<file path="src/rtl/dbdma_pkg.sv">
package dbdma_pkg;
  localparam int REG_AW = 5;

  localparam logic [REG_AW-1:0] OFF_SET  = 5'h00;
  localparam logic [REG_AW-1:0] OFF_CLR  = 5'h04;
  localparam logic [REG_AW-1:0] OFF_PER  = 5'h08;
  localparam logic [REG_AW-1:0] OFF_S0A  = 5'h0C;
  localparam logic [REG_AW-1:0] OFF_S0C  = 5'h10;
  localparam logic [REG_AW-1:0] OFF_S1A  = 5'h14;
  localparam logic [REG_AW-1:0] OFF_S1C  = 5'h18;

  localparam int B_EN0  = 0;
  localparam int B_DN0  = 1;
  localparam int B_EN1  = 2;
  localparam int B_DN1  = 3;
  localparam int B_ACT  = 4;
  localparam int B_RUN  = 5;
  localparam int B_HLT  = 6;
  localparam int B_IEN  = 7;
  localparam int B_WLO  = 9;
  localparam int B_DIR  = 12;
  localparam int B_TAG  = 16;

  localparam logic [31:0] SET_MASK = 32'h000F_16A5;
  localparam logic [31:0] CLR_MASK = SET_MASK | 32'h0000_000A;

  typedef enum logic {ENG_IDLE, ENG_BEAT} eng_state_t;
endpackage

</file>
<file path="src/rtl/dbdma_slot.sv">
module dbdma_slot #(
  parameter int AW = 32,
  parameter int CW = 16
) (
  input  logic          clk,
  input  logic          rst,
  input  logic          wr_addr,
  input  logic          wr_cnt,
  input  logic [31:0]   wdata,
  input  logic          adv,
  input  logic [2:0]    step,
  output logic [AW-1:0] addr_o,
  output logic [CW-1:0] cnt_o
);
  always_ff @(posedge clk) begin
    if (rst) begin
      addr_o <= '0;
      cnt_o  <= '0;
    end else begin
      if (wr_addr)  addr_o <= wdata[AW-1:0];
      else if (adv) addr_o <= addr_o + AW'(step);
      if (wr_cnt)   cnt_o  <= wdata[CW-1:0];
      else if (adv) cnt_o  <= cnt_o - 1'b1;
    end
  end


  cnt_dec_chk: assert property (@(posedge clk) disable iff (rst)
    (adv && !wr_cnt) |=> (cnt_o == $past(cnt_o) - 1'b1));
endmodule

</file>
<file path="src/rtl/dbdma_engine.sv">
module dbdma_engine
  import dbdma_pkg::*;
#(
  parameter int AW = 32,
  parameter int CW = 16
) (
  input  logic          clk,
  input  logic          rst,
  input  logic          go,
  input  logic          act_en,
  input  logic          other_en,
  input  logic [CW-1:0] act_cnt,
  input  logic [AW-1:0] act_addr,
  input  logic          per_rdy,
  input  logic          mem_ack,
  output logic          mem_req,
  output logic [AW-1:0] mem_addr,
  output logic          beat_done,
  output logic          finish,
  output logic          swap,
  output logic          per_req,
  output logic          halted
);
  eng_state_t state;
  logic idle, has_work, issue;

  assign idle      = (state == ENG_IDLE);
  assign has_work  = act_en && (act_cnt != '0);
  assign issue     = idle && go && has_work && per_rdy;
  assign finish    = idle && go && act_en && (act_cnt == '0);
  assign swap      = idle && go && !act_en && other_en;
  assign beat_done = (state == ENG_BEAT) && mem_ack;
  assign mem_req   = (state == ENG_BEAT);
  assign per_req   = go && has_work;

  always_ff @(posedge clk) begin
    if (rst) begin
      state    <= ENG_IDLE;
      mem_addr <= '0;
      halted   <= 1'b1;
    end else begin
      if (issue) begin
        state    <= ENG_BEAT;
        mem_addr <= act_addr;
      end else if (beat_done) begin
        state <= ENG_IDLE;
      end
      if (!go && (idle || mem_ack)) halted <= 1'b1;
      else if (go && (act_en || other_en)) halted <= 1'b0;
    end
  end


  req_hold_chk: assert property (@(posedge clk) disable iff (rst)
    (mem_req && !mem_ack) |=> (mem_req && $stable(mem_addr)));

  halt_no_req_chk: assert property (@(posedge clk) disable iff (rst)
    halted |-> !mem_req);

  req_gated_chk: assert property (@(posedge clk) disable iff (rst)
    $rose(mem_req) |-> ($past(per_rdy) && $past(go)));
endmodule

</file>
<file path="src/rtl/dbdma_channel.sv">
module dbdma_channel
  import dbdma_pkg::*;
#(
  parameter int AW = 32,
  parameter int CW = 16
) (
  input  logic              clk,
  input  logic              rst,
  input  logic              reg_wr_en,
  input  logic              reg_rd_en,
  input  logic [REG_AW-1:0] reg_addr,
  input  logic [31:0]       reg_wdata,
  output logic [31:0]       reg_rdata,
  output logic              mem_req,
  input  logic              mem_ack,
  output logic [AW-1:0]     mem_addr,
  output logic              mem_we,
  output logic              per_req,
  input  logic              per_rdy,
  output logic [AW-1:0]     per_addr,
  output logic              irq,
  output logic              active_buf,
  output logic              halted
);
  localparam int NSLOT = 2;
  localparam logic [REG_AW-1:0] SLOT_A [NSLOT] = '{OFF_S0A, OFF_S1A};
  localparam logic [REG_AW-1:0] SLOT_C [NSLOT] = '{OFF_S0C, OFF_S1C};

  logic [31:0]   mode_q, mode_n;
  logic [AW-1:0] s_addr [NSLOT];
  logic [CW-1:0] s_cnt  [NSLOT];
  logic [2:0]    step;
  logic          ab, beat_done, finish, swap;
  logic          act_en, other_en;

  assign ab       = mode_q[B_ACT];
  assign act_en   = ab ? mode_q[B_EN1] : mode_q[B_EN0];
  assign other_en = ab ? mode_q[B_EN0] : mode_q[B_EN1];

  always_comb begin
    case (mode_q[B_WLO+1:B_WLO])
      2'd0:    step = 3'd1;
      2'd1:    step = 3'd2;
      default: step = 3'd4;
    endcase
  end

  generate
    for (genvar g = 0; g < NSLOT; g++) begin : g_slot
      dbdma_slot #(.AW(AW), .CW(CW)) i_slot (
        .clk     (clk),
        .rst     (rst),
        .wr_addr (reg_wr_en && reg_addr == SLOT_A[g]),
        .wr_cnt  (reg_wr_en && reg_addr == SLOT_C[g]),
        .wdata   (reg_wdata),
        .adv     (beat_done && (ab == g[0])),
        .step    (step),
        .addr_o  (s_addr[g]),
        .cnt_o   (s_cnt[g])
      );
    end
  endgenerate

  dbdma_engine #(.AW(AW), .CW(CW)) i_engine (
    .clk       (clk),
    .rst       (rst),
    .go        (mode_q[B_RUN]),
    .act_en    (act_en),
    .other_en  (other_en),
    .act_cnt   (s_cnt[ab]),
    .act_addr  (s_addr[ab]),
    .per_rdy   (per_rdy),
    .mem_ack   (mem_ack),
    .mem_req   (mem_req),
    .mem_addr  (mem_addr),
    .beat_done (beat_done),
    .finish    (finish),
    .swap      (swap),
    .per_req   (per_req),
    .halted    (halted)
  );

  always_comb begin
    mode_n = mode_q;
    if (reg_wr_en && reg_addr == OFF_SET) mode_n = mode_n | (reg_wdata & SET_MASK);
    if (reg_wr_en && reg_addr == OFF_CLR) mode_n = mode_n & ~(reg_wdata & CLR_MASK);
    if (finish) begin
      mode_n[ab ? B_DN1 : B_DN0] = 1'b1;
      mode_n[ab ? B_EN1 : B_EN0] = 1'b0;
    end
    if (swap) mode_n[B_ACT] = ~ab;
  end

  always_ff @(posedge clk) begin
    if (rst) begin
      mode_q    <= '0;
      per_addr  <= '0;
      reg_rdata <= '0;
    end else begin
      mode_q <= mode_n;
      if (reg_wr_en && reg_addr == OFF_PER) per_addr <= reg_wdata[AW-1:0];
      if (reg_rd_en) begin
        case (reg_addr)
          OFF_SET, OFF_CLR: begin
            reg_rdata        <= mode_q;
            reg_rdata[B_HLT] <= halted;
          end
          OFF_PER: reg_rdata <= 32'(per_addr);
          OFF_S0A: reg_rdata <= 32'(s_addr[0]);
          OFF_S0C: reg_rdata <= 32'(s_cnt[0]);
          OFF_S1A: reg_rdata <= 32'(s_addr[1]);
          OFF_S1C: reg_rdata <= 32'(s_cnt[1]);
          default: reg_rdata <= '0;
        endcase
      end
    end
  end

  assign mem_we     = mode_q[B_DIR];
  assign active_buf = ab;
  assign irq        = mode_q[B_IEN] && (mode_q[B_DN0] || mode_q[B_DN1]);


  done0_rise_chk: assert property (@(posedge clk) disable iff (rst)
    $rose(mode_q[B_DN0]) |-> !mode_q[B_EN0]);

  done1_rise_chk: assert property (@(posedge clk) disable iff (rst)
    $rose(mode_q[B_DN1]) |-> !mode_q[B_EN1]);
endmodule

</file>
<file path="config.mk">
export PLATFORM = sky130hd
export DESIGN_NAME = dbdma_channel
export DESIGN_NICKNAME = d
export VERILOG_FILES = /design/src/rtl/dbdma_pkg.sv /design/src/rtl/dbdma_slot.sv /design/src/rtl/dbdma_engine.sv /design/src/rtl/dbdma_channel.sv
export SDC_FILE = /design/constraint.sdc
export NUM_CORES = 1
export LEC_CHECK = 0
export BUFFER_PORTS_ARGS = -buffer_cell sky130_fd_sc_hd__buf_2
export CELL_PAD_IN_SITES_DETAIL_PLACEMENT = 1
export CELL_PAD_IN_SITES_GLOBAL_PLACEMENT = 1
export CORE_UTILIZATION = 30
export CTS_CLUSTER_DIAMETER = 40
export CTS_CLUSTER_SIZE = 24
export DETAILED_ROUTE_END_ITERATION = 8
export PLACE_DENSITY_LB_ADDON = 0.1
export RECOVER_POWER = 100
export SYNTH_ARGS = -nofsm -noshare
export SYNTH_HDL_FRONTEND = slang
export SYNTH_SLANG_ARGS = --single-unit
</file>
<file path="constraint.sdc">
create_clock -name clk -period 4.4 [get_ports clk]
set_clock_uncertainty 0.05 [all_clocks]
set_input_delay 0.66 -clock clk [delete_from_list [all_inputs] [get_ports clk]]
set_output_delay 0.66 -clock clk [all_outputs]
set_load 0.05 [all_outputs]
</file>
# After elaboration in Yosys (flattened, before gate mapping)
# Index checks and enable logic that the tools add are counted.
classes:
  bitwise_logic: 9
  n_mux: 30
  addsub: 4
  eq_ne: 7
  magnitude_cmp: 5
  reduce_logical: 40
op_table:
  columns: ["cell", "n"]
  rows:
  - ["32-bit 2-to-1 mux", 10]
  - ["32-bit case mux with 6 select lines", 1]
  - ["16-bit 2-to-1 mux", 7]
  - ["32-bit by 3-bit adder with 32-bit output", 2]
  - ["32-bit bitwise AND", 2]
  - ["20-bit inverter with 32-bit output", 1]
  - ["32-bit inverter", 1]
  - ["32-bit by 20-bit OR with 32-bit output", 1]
  - ["32-bit OR", 1]
  - ["16-bit by 1-bit subtractor with 16-bit output (second input constant)", 2]
  - ["1-bit logical AND", 24]
  - ["16-bit zero test", 1]
  - ["16-bit nonzero test", 1]
  - ["5-bit equality test (second input constant)", 3]
  - ["2-bit by 6-bit < comparator with 1-bit output (second input constant)", 2]
  - ["1-bit demux with 5-bit select", 2]
  - ["5-bit by 4-bit equality test with 1-bit output (second input constant)", 2]
  - ["2-bit nonzero test", 5]
  - ["1-bit 2-to-1 mux", 7]
  - ["3-bit case mux with 2 select lines", 1]
  - ["5-bit by 3-bit equality test with 1-bit output (second input constant)", 1]
  - ["5-bit zero test", 1]
  - ["2-bit by 1-bit >= comparator with 1-bit output (second input constant)", 2]
  - ["2-bit 2-to-1 mux", 2]
  - ["8 further kinds", 13]
word_totals:
  reg_bits: 226
  out_inout_bits: 102
  inputBits: 43
  elab_cells: 105

# Logic depth before layout (Yosys ltp)
depth:
  depth_word: 9
  ltp_mapped: 10
  depth_no_buf: 8

# Hierarchy
# Synthesis repeated with hierarchy kept, for this count alone.
unflattened:
  cells_unflattened: 1459
  hier_area_um2: 12223.0
by_module_without_submodules:
  columns: ["mod", "seq_area_each_um2", "area_each_um2", "instances", "cells_each"]
  rows:
  - ["dbdma_channel", 1561.5, 4601.9, 1, 546]
  - ["dbdma_slot (g_slot[1].i_slot)", 960.9, 3054.2, 1, 388]
  - ["dbdma_slot (g_slot[0].i_slot)", 960.9, 2926.6, 1, 368]
  - ["dbdma_engine", 680.7, 1640.3, 1, 157]

# Worst setup path after synthesis
# OpenSTA, ideal clock, no wires.
synth_path:
  kind: "flip-flop to output port"
  from: "register mode_q[4]"
  to: "output per_req"
  required_time_ps: 3690
  slack_ps: 1449
  t_arrival_ps: 2241
  path_stages_with_launch: 5
  path_buffers: 1
  cell_sequence: "dfxtp_1 buf_2 nor3_1 and4_1 nor3_1"
synth_between:
  elab_chain_cells: 7
  word_cells_on_any_way: 8
  classes_between: "mux (4); bitwise (1); reduce/logical (3)"
synth_rtl:
  columns: ["item", "line_no", "rtl"]
  rows:
  - ["start, declared", "dbdma_channel.sv:29", "logic [31:0] mode_q, mode_n;"]
  - ["start signal, assigned", "dbdma_channel.sv:100", "mode_q <= mode_n;"]
  - ["1-bit inverter with 2-bit output (implied by the code)", "dbdma_channel.sv:70", ".act_cnt (s_cnt[ab]),"]
  - ["16-bit 2-to-1 mux (implied by the code) (3 in a row)", "dbdma_channel.sv:70", null]
  - ["16-bit nonzero test", "dbdma_engine.sv:28", "assign has_work = act_en && (act_cnt != '0);"]
  - ["1-bit logical AND *", "dbdma_engine.sv:28", null]
  - ["1-bit logical AND *", "dbdma_engine.sv:34", "assign per_req = go && has_work;"]
  - ["end, declared", "dbdma_channel.sv:18", "output logic per_req,"]
# Every way passes the cells marked *; elsewhere a longest branch is shown, timed or not. The select of a mux whose other input is x is not followed.

# Final worst setup path
layout_path:
  from: "register mode_q[4]"
  to: "register g_slot[1].i_slot.addr_o[9]"
layout_between:
  elab_chain_cells: 2
layout_rtl:
  columns: ["item", "line_no", "rtl"]
  rows:
  - ["1-bit logical AND", "dbdma_channel.sv:56", ".adv (beat_done && (ab == g[0])),"]
  - ["2-bit nonzero test (no line)", null, null]
  - ["end signal, assigned", "dbdma_slot.sv:20", "if (wr_addr) addr_o <= wdata[AW-1:0];"]
  - ["end signal, assigned", "dbdma_slot.sv:21", "else if (adv) addr_o <= addr_o + AW'(step);"]
  - ["end, declared", "dbdma_slot.sv:12", "output logic [AW-1:0] addr_o,"]
# Every way passes these cells.
# A chain may end at the register's enable or synchronous reset.

==> metrics.txt <==
critical path launch point type register; maximum root-to-sink buffer count 3; post-synthesis net count between 1000 and 1500; worst-margin pin slew 2.30 ns; final slew viol count 141; max layer used met4; Overflow after GRT 0; RSZ-0062 raised after global routing false; Fmax achieved 274 MHz; routability cong. roughly 0.82; worst endpoint data arrival time between 4 and 5 ns; post-route antenna net violation count 0; PortBufs about 140; post-DP HPWL 29900 microns; worst hold path type primary input to register; CTS tree yes; vias post-DR approximately 10000; Filler Cell Count 4186; Post-synth EDFFs 0; Die Wd 191 microns; initial antenna violation count 0; Hold Fails Final Rpt 0; asr flop ratio synth 0; Synth Instances 1241; vias in the first global route a little under 10000; CP required 4.81 ns; Area after DPL 0.0118 sq mm; Starting Density 0.307; post-DR vias/cell 5.45; core area 0.0349 sq mm; ant diodes 0; Worst-Skew Late Latency 0.55 ns; sequential share of the synthesized area 0.388; yosys synthesis warning count 0; post-layout min period between 3 and 4 ns; drt first-iter violations a little under 600; period utilisation layout 0.830; Reg clk slew, reported paths 0.05 ns; final design area excluding fillers 0.0130 sq mm; Setup TNS 0 ns; status complete, but fails checks; clock buffer count from CTS 45; Post-CTS Hold Fix Bufs 0; Final Setup Violations 0; Post-Syn Area per Cell 8.64 sq um; met1 WL roughly 22000 microns; post-synthesis cell area 0.0107 sq mm; Row Count just under 70; Sink Count 208; Setup crit end kind register; met3 routed WL 2210 microns; unique cell type count in the Yosys netlist 61; H-Tree Depth 2; most common flop cell mapped by yosys dfxtp_1; gr usage total 0.232; post-CTS setup buffers 0; DRC Markers 0; critical path class register to register; Die Y roughly 190 microns; Rel. slew slack -0.534; power density over cell area about 430 mW/mm^2; first-pass GRT wire length 64000 microns; clk root buf clkbuf_16; largest net degree at the start of global routing 103; failing checks capacitance limit, slew limit; wire per inst 22.9 microns; fin nets 1405; die area 0.0365 sq mm; # IOs 145; area grow syn2layout 21.4%; drt total wl 42200 microns; worst ir drop on vdd 0.246 mV; Post-CTS Resized 0; CP Max Fanout 14; max-cap violations 3; Leak 4.56 nW; FF+latch count, synth ~210; drt first pass iters 7; layout cells sized above 1 0.106; Met2 Wirelength 16900 microns
final cells by class:
class                      count  area (sq um)  area share
clock buffer                  54          1190      0.0915
clock inverter                28           350      0.0269
inverter                      10          37.5     0.00288
multi-input combinational    924          5960       0.458
sequential                   208          4160       0.320
tap                          455           569      0.0438
timing repair buffer         165           744      0.0572
synthesized netlist by cell type (12+ instances only):
library cell	n	area share
nand2_1	118	0.041
a2bb2oi_1	15	0.012
clkbuf_1	79	0.028
nor2b_1	39	0.023
mux2_4	29	0.041
a21o_1	19	0.013
nand4_1	29	0.017
dfxtp_1	208	0.39
nor3_1	27	0.013
a22oi_1	30	0.021
xnor2_1	40	0.033
a311oi_1	15	0.012
a31oi_1	12	0.0070
o21ai_0	17	0.0079
and3_1	19	0.011
a222oi_1	22	0.021
nand3_1	26	0.012
nor4_1	18	0.011
a21oi_1	63	0.029
nor2_1	147	0.051
a211oi_1	69	0.048
mux2i_1	37	0.035
xor2_1	35	0.029
through the flow:
stage,power [mW],setup slack (ns),hold WS [ns],utilization,cells
4_1_cts,5.69,1.00,0.323,0.382,1844
3_3_place_gp,2.18,1.26,0.399,0.338,1762
6_report,5.60,0.748,0.332,0.373,1844
5_1_grt,5.79,0.508,0.329,0.373,1844
2_1_floorplan,2.07,1.45,0.399,-,1241
3_5_place_dp,2.19,1.11,0.398,0.338,1762
cells in the final DEF (no fill, tap or decap), types with 12 or more instances in the layout:
cell       synthesis  layout
a2bb2oi_1         15      15
mux2_1             0      29
xnor2_1           40      40
nand2_1          118     118
a222oi_1          22      22
nand3_1           26      26
clkbuf_16          0      45
a22oi_1           30      30
nand4_1           29      29
nor2_1           147     147
a211oi_1          69      69
nor4_1            18      21
a31oi_1           12      12
a21o_1            19      19
clkbuf_1          79     113
buf_4              0      15
xor2_1            35      35
mux2i_1           37      37
a21oi_1           63      63
nor2b_1           39      39
dfxtp_1          208     208
and3_1            19      19
o21ai_0           17      17
a311oi_1          15      15
buf_2             10      39
nor3_1            27      28
report_power, final:
group | switching [mW] | total, mW | leakage [nW] | internal (mW)
Combinational | 0.151 | 0.207 | 2.13 | 0.0565
Clock | 1.12 | 3.46 | 0.748 | 2.33
Sequential | 0.0338 | 1.94 | 1.68 | 1.91
worst max-delay path: stages (launching register included):
cell	delay, ns
dfxtp_1	0.72
nand3_1	0.66
a2111oi_0	1.46
nand4_1	0.25
xor2_1	0.21
a211oi_1	0.22
worst paths after layout:
path	end	slack, ns	from	depth (start not counted)
worst max-delay path	g_slot[1].i_slot.addr_o[9]	0.75	mode_q[4]	5
worst max register to register	g_slot[1].i_slot.addr_o[9]	0.75	mode_q[4]	5
worst min register to register	reg_rdata[2]	0.41	reg_rdata[2]	1
worst min-delay path	g_slot[0].i_slot.addr_o[23]	0.33	reg_wdata[23]	3
state kept, by name (all words and copies together) (netlist names), named ones only:
signal	count
g_slot.i_slot.addr_o	64
g_slot.i_slot.cnt_o	32
i_engine.halted	1
i_engine.mem_addr	32
i_engine.mem_req	1
mode_q	5
per_addr	32
reg_rdata	32
logic make-up after synthesis:
kind of cell | Yosys count | share of synthesized area
AOI/OAI and AO/OA | 297 | 0.201
and+or+nand+nor | 473 | 0.217
xor gates and xnor gates | 75 | 0.0613
muxes | 70 | 0.0794
adders and majority gates | 9 | 0.0103
DFF | 208 | 0.388
buffers and inverters | 109 | 0.0421
layer usage:
metal  global-route usage  vias up
met2                0.324      246
met4               0.0615        0
li1                     -     4803
met1                0.357     4937
met3               0.0378       58
met5                    0        -
No activity file was read; power rests on OpenSTA's default activity.
